## src/rtl/stat_pin_pkg.sv

```systemverilog
package stat_pin_pkg;

  localparam int SEL_W = 3;

  typedef enum logic [SEL_W-1:0] {
    SEL_OFF   = 3'd0,
    SEL_UNLK  = 3'd1,
    SEL_DONE  = 3'd2,
    SEL_RSV3  = 3'd3,
    SEL_RSV4  = 3'd4,
    SEL_GPIO1 = 3'd5,
    SEL_GPIO2 = 3'd6,
    SEL_RSV7  = 3'd7
  } pin_sel_e;

  // Sink decision for the idle-bus path: 1 means pull the pin low.
  function automatic logic idle_sink(
    input logic [SEL_W-1:0] sel,
    input logic unlk,
    input logic flag,
    input logic g1_lvl,
    input logic g2_lvl,
    input logic g1_out,
    input logic g2_out
  );
    logic s;
    unique case (pin_sel_e'(sel))
      SEL_UNLK:  s = unlk;
      SEL_DONE:  s = flag;
      SEL_GPIO1: s = !g1_out && !g1_lvl;
      SEL_GPIO2: s = !g2_out && !g2_lvl;
      default:   s = 1'b0;
    endcase
    return s;
  endfunction

  // Bus override: input transfer floats, output transfer sinks on a 0 bit.
  function automatic logic bus_sink(input logic rd_mode, input logic held_bit);
    return rd_mode && !held_bit;
  endfunction

endpackage

```

## src/rtl/sp_edge.sv

```systemverilog
module sp_edge #(
  parameter int W = 1
) (
  input  logic         clk,
  input  logic         rst_n,
  input  logic [W-1:0] d,
  output logic [W-1:0] rise,
  output logic [W-1:0] fall
);

  logic [W-1:0] d_q;

  for (genvar i = 0; i < W; i++) begin : g_bit
    always_ff @(posedge clk or negedge rst_n) begin
      if (!rst_n) d_q[i] <= 1'b0;
      else        d_q[i] <= d[i];
    end
    assign rise[i] = d[i] && !d_q[i];
    assign fall[i] = !d[i] && d_q[i];
  end

endmodule

```

## src/rtl/sp_done_flag.sv

```systemverilog
module sp_done_flag (
  input  logic clk,
  input  logic rst_n,
  input  logic set_i,
  input  logic clr_i,
  output logic flag_nxt,
  output logic flag
);

  // clear has priority over set
  assign flag_nxt = clr_i ? 1'b0 : (flag || set_i);

  always_ff @(posedge clk or negedge rst_n) begin
    if (!rst_n) flag <= 1'b0;
    else        flag <= flag_nxt;
  end


  flag_clear_wins_chk: assert property (@(posedge clk) disable iff (!rst_n)
    clr_i |=> !flag);


  flag_set_chk: assert property (@(posedge clk) disable iff (!rst_n)
    (set_i && !clr_i) |=> flag);

endmodule

```

## src/rtl/sp_rd_hold.sv

```systemverilog
module sp_rd_hold (
  input  logic clk,
  input  logic rst_n,
  input  logic load_i,
  input  logic d_i,
  output logic q_nxt,
  output logic q
);

  assign q_nxt = load_i ? d_i : q;

  always_ff @(posedge clk or negedge rst_n) begin
    if (!rst_n) q <= 1'b1;
    else        q <= q_nxt;
  end


  rd_hold_stable_chk: assert property (@(posedge clk) disable iff (!rst_n)
    !load_i |=> $stable(q));

endmodule

```

## src/rtl/stat_pin_mux.sv

```systemverilog
module stat_pin_mux
  import stat_pin_pkg::*;
(
  input  logic             clk,
  input  logic             rst_n,
  input  logic             bus_ce,
  input  logic             bus_sclk,
  input  logic             bus_rd_mode,
  input  logic [SEL_W-1:0] pin_sel,
  input  logic             cnt_en,
  input  logic             cnt_done,
  input  logic             unlock,
  input  logic             gpio1_lvl,
  input  logic             gpio2_lvl,
  input  logic             gpio1_dir_out,
  input  logic             gpio2_dir_out,
  input  logic             rd_bit,
  output logic             pin_sink,
  output logic             pin_level
);

  localparam int EDGE_N  = 3;
  localparam int IDX_CE  = 0;
  localparam int IDX_EN  = 1;
  localparam int IDX_SCK = 2;

  logic [EDGE_N-1:0] ev_rise, ev_fall;

  sp_edge #(.W(EDGE_N)) u_edge (
    .clk  (clk),
    .rst_n(rst_n),
    .d    ({bus_sclk, cnt_en, bus_ce}),
    .rise (ev_rise),
    .fall (ev_fall)
  );

  // named internal events
  logic ce_start, cnt_start, sclk_fall, xfer_in, xfer_out;
  assign ce_start  = ev_rise[IDX_CE];
  assign cnt_start = ev_rise[IDX_EN];
  assign sclk_fall = ev_fall[IDX_SCK];
  assign xfer_in   = bus_ce && !bus_rd_mode;
  assign xfer_out  = bus_ce && bus_rd_mode;

  logic flag_nxt, flag_q;
  sp_done_flag u_flag (
    .clk     (clk),
    .rst_n   (rst_n),
    .set_i   (cnt_done),
    .clr_i   (bus_ce || cnt_start),
    .flag_nxt(flag_nxt),
    .flag    (flag_q)
  );

  logic rd_load, rd_nxt, rd_q;
  assign rd_load = xfer_out && (ce_start || sclk_fall);

  sp_rd_hold u_rd (
    .clk   (clk),
    .rst_n (rst_n),
    .load_i(rd_load),
    .d_i   (rd_bit),
    .q_nxt (rd_nxt),
    .q     (rd_q)
  );

  logic sink_idle, sink_nxt;
  assign sink_idle = idle_sink(pin_sel, unlock, flag_nxt, gpio1_lvl, gpio2_lvl,
                               gpio1_dir_out, gpio2_dir_out);
  assign sink_nxt  = bus_ce ? bus_sink(bus_rd_mode, rd_nxt) : sink_idle;

  always_ff @(posedge clk or negedge rst_n) begin
    if (!rst_n) pin_sink <= 1'b0;
    else        pin_sink <= sink_nxt;
  end

  assign pin_level = !pin_sink;


  input_xfer_float_chk: assert property (@(posedge clk) disable iff (!rst_n)
    xfer_in |=> !pin_sink);


  read_stream_chk: assert property (@(posedge clk) disable iff (!rst_n)
    (xfer_out && sclk_fall) |=> (pin_sink == !$past(rd_bit)));


  gpio_out_open_chk: assert property (@(posedge clk) disable iff (!rst_n)
    (!bus_ce && pin_sel == SEL_GPIO1 && gpio1_dir_out) |=> !pin_sink);


  unlock_follow_chk: assert property (@(posedge clk) disable iff (!rst_n)
    (!bus_ce && pin_sel == SEL_UNLK) |=> (pin_sink == $past(unlock)));


  start_opens_chk: assert property (@(posedge clk) disable iff (!rst_n)
    (!bus_ce && pin_sel == SEL_DONE && cnt_start) |=> !pin_sink);

endmodule

```

## config.mk

```make
export PLATFORM = sky130hd
export DESIGN_NAME = stat_pin_mux
export DESIGN_NICKNAME = d
export VERILOG_FILES = /design/src/rtl/stat_pin_pkg.sv /design/src/rtl/sp_edge.sv /design/src/rtl/sp_done_flag.sv /design/src/rtl/sp_rd_hold.sv /design/src/rtl/stat_pin_mux.sv
export SDC_FILE = /design/constraint.sdc
export NUM_CORES = 1
export LEC_CHECK = 0
export CAP_MARGIN = 20
export CORE_AREA = 4 4 41 43
export DETAILED_ROUTE_END_ITERATION = 7
export DIE_AREA = 0 0 45 47
export PLACE_DENSITY = 0.58
export SLEW_MARGIN = 15
export SYNTH_ARGS = -nofsm -noshare
export SYNTH_HDL_FRONTEND = slang
export SYNTH_HIERARCHICAL = 1
export SYNTH_SLANG_ARGS = --single-unit
```

## constraint.sdc

```tcl
create_clock -name clk -period 1.45 [get_ports clk]
set_input_delay 0.29 -clock clk [delete_from_list [all_inputs] [get_ports clk]]
set_output_delay 0.29 -clock clk [all_outputs]
set_load 0.1 [all_outputs]
```

==> run_results.csv <==
group,metric,value,unit
critical_path,path_max_fanout,2,
clocking,htreeDepth,1,
critical_path,cp_top_family,"compound AO/OA/AOI/OAI gates",
floorplanning,die_w,45,um
placement,globalplace.congestion,0.672,
finish,final_core_util,44.7,%
placement,place_area,542,um2
sta,slew_headroom,81.0,%
sta,hold_slack,0.285,ns
power_and_ir_drop,p_switching,0.142,mW
global_routing,grt_pass1_vias,323,
floorplanning,ios,18,
finish,final_nets,69,
power_and_ir_drop,combPwrFrac,30.4,%
floorplanning,core-area,1300,um2
power_and_ir_drop,power.share.clock,31.6,%
logic_synthesis,postSynthAreaPerCell,11.6,um2
critical_path,crit_required,1.59,ns
placement,place_ws,-0.324,ns
flow_run,cap_violations,0,
routing,wirelength,706,um
power_and_ir_drop,switching_share,27.2,%
power_and_ir_drop,internal_power,0.378,mW
critical_path,critical_path_arrival,1.51,ns
sta,rsz0062_at_grt,"false",
sta,fin_skew,0.00864,ns
finish,final_cell_count_no_fill,65,
routing,antenna_left,0,
critical_path,worst_path_max_delay_cell,"dlygate4sd2_1",
sta,worst_pin_slew,0.285,ns
global_routing,gr-total-overflow,0,
clocking,cts-buffers-inserted,3,
sta,setup_viol,0,
floorplanning,row_count,13,
global_routing,antenna_found_initial,0,
sta,hold_viol,0,
logic_synthesis,syn_area,303,um2
routing,avgViaCountPerCell,4.23,
logic_synthesis,syn_inst,26,
placement,dpl.hpwl,630,um
finish,seqCellArea,155,um2
floorplanning,fp.dieH,47,um
sta,period_minus_slack,1.36,ns
finish,nFillCells,130,
routing,wl_per_cell,10.9,um
routing,wl_met2,422,um
power_and_ir_drop,pwr-share-seq,38.0,%
clocking,cts_sinks,6,
critical_path,path_buf_inv,1,
floorplanning,start_util,23.3,%
clocking,clkSlewWorstSetupHoldPaths,0.05,ns
routing,drtIter0Drc,0,
clocking,cts_tree,"done",
global_routing,gr-usage-all-layers,8.26,%
placement,dp_cells,61,
power_and_ir_drop,power.density,894,nW/um2
sta,post-route-period-util,93.9,%
routing,dr.max_layer_used,"met3",
critical_path,crit_path_start_kind,"input port",
global_routing,grt_pass1_wl,1220,um
critical_path,path_class,"input port to flip-flop",
global_routing,grt_max_degree,7,
finish,diodes,0,
clocking,clock_latency,0.24,ns
routing,drc,0,
sta,fin_ws,0.0890,ns
routing,first_pass_iters,1,
finish,multi_input_area,148,um2
critical_path,cp_cell_sequence,"dlygate4sd2_1, nor2b_1, or2_1, o21ba_4, a22o_1, a211oi_2, o32ai_1",
sta,fmax,735,MHz
logic_synthesis,syn-num-nets,44,
clocking,clock_path_buffers,2,
routing,wl_met3,37,um
finish,area_growth_syn_to_layout,92.1,%
sta,slew_viol_final,0,
critical_path,cpPeakStageDelay,0.24,ns
logic_synthesis,yosysWarnings,6,
clocking,cts_root_buffer,"clkbuf_4",
finish,fin_area,582,um2
power_and_ir_drop,power,0.520,mW
critical_path,crit_path_end_kind,"flip-flop",
power_and_ir_drop,leakagePower,0.276,nW
power_and_ir_drop,irDropWorstVdd,0.357,mV
sta,tns,0,ns
placement,port_buffers,17,
outcome,status,"finished clean",
clocking,post_cts_buffers,0,
finish,drive_gt1_share,28.0,%
clocking,hold_buffers,0,
routing,vias,275,
min_path,hold_path_class,"input port to asynchronous set/reset pin",
floorplanning,die_area,2120,um2
routing,met1Wirelength,246,um
-- registers in the layout (all words and copies together) (netlist names) --
register / count
u_edge/d_q: 3
u_flag/flag: 1
u_rd/q: 1
pin_sink: 1
-- metal layers --
metal  up-vias  track usage (%)
met5         -                0
met4         0             5.26
met3         0             3.45
met2         7             15.5
met1       129             7.16
li1        139                -
-- placed cells by master (no fill, tap or decap) --
| cell type | count |
|---|---|
| clkdlybuf4s50_1 | 11 |
| or2_1 | 1 |
| nor2b_1 | 3 |
| a211oi_2 | 1 |
| o32ai_1 | 1 |
| dlygate4sd2_1 | 2 |
| clkinvlp_4 | 1 |
| buf_4 | 3 |
| clkbuf_1 | 1 |
| inv_1 | 3 |
| dfstp_2 | 1 |
| and4bb_1 | 2 |
| dfrtp_1 | 4 |
| buf_12 | 2 |
| o21ba_4 | 1 |
| dfrtp_4 | 1 |
| nand2_1 | 1 |
| ha_1 | 2 |
| a22o_1 | 1 |
| mux2_4 | 1 |
| dlymetal6s2s_1 | 2 |
| clkbuf_4 | 3 |
| nor2_1 | 2 |
-- area by class of cell --
cell class,count,area share [%]
clock buffer,4,4.52
inverter,4,3.23
multi-input combinational,16,25.4
sequential,6,26.7
tap,15,3.23
timing repair buffer,20,37.0
-- worst paths after layout --
check	from	endpoint	slack (ns)	cells past startpoint
setup / recovery	cnt_en	pin_sink	0.09	7
hold / removal	rst_n	u_edge/d_q[1]	0.29	1
setup reg to reg	u_edge/d_q[1]	pin_sink	0.12	6
hold reg to reg	u_flag/flag	u_flag/flag	0.50	1
max in group asynchronous	rst_n	u_rd/q	0.88	1
min in group clk	cnt_en	u_edge/d_q[1]	0.29	1
-- what timing repair did --
item | CTS | global route
resized for setup | 4 | 2
endpoints found under the setup margin | 1 | 1
cloned | 0 | 0
pin swaps | 2 | 0
-- power by group through the flow --
stage	Sequential (mW)	Combinational (mW)	Clock, mW
5_1_grt	0.199	0.169	0.187
3_3_place_gp	0.199	0.155	0
4_1_cts	0.198	0.161	0.176
2_1_floorplan	0.218	0.0544	0
6_report	0.197	0.158	0.164
3_5_place_dp	0.200	0.158	0
Note: power is estimated with default switching activity, not from simulation.
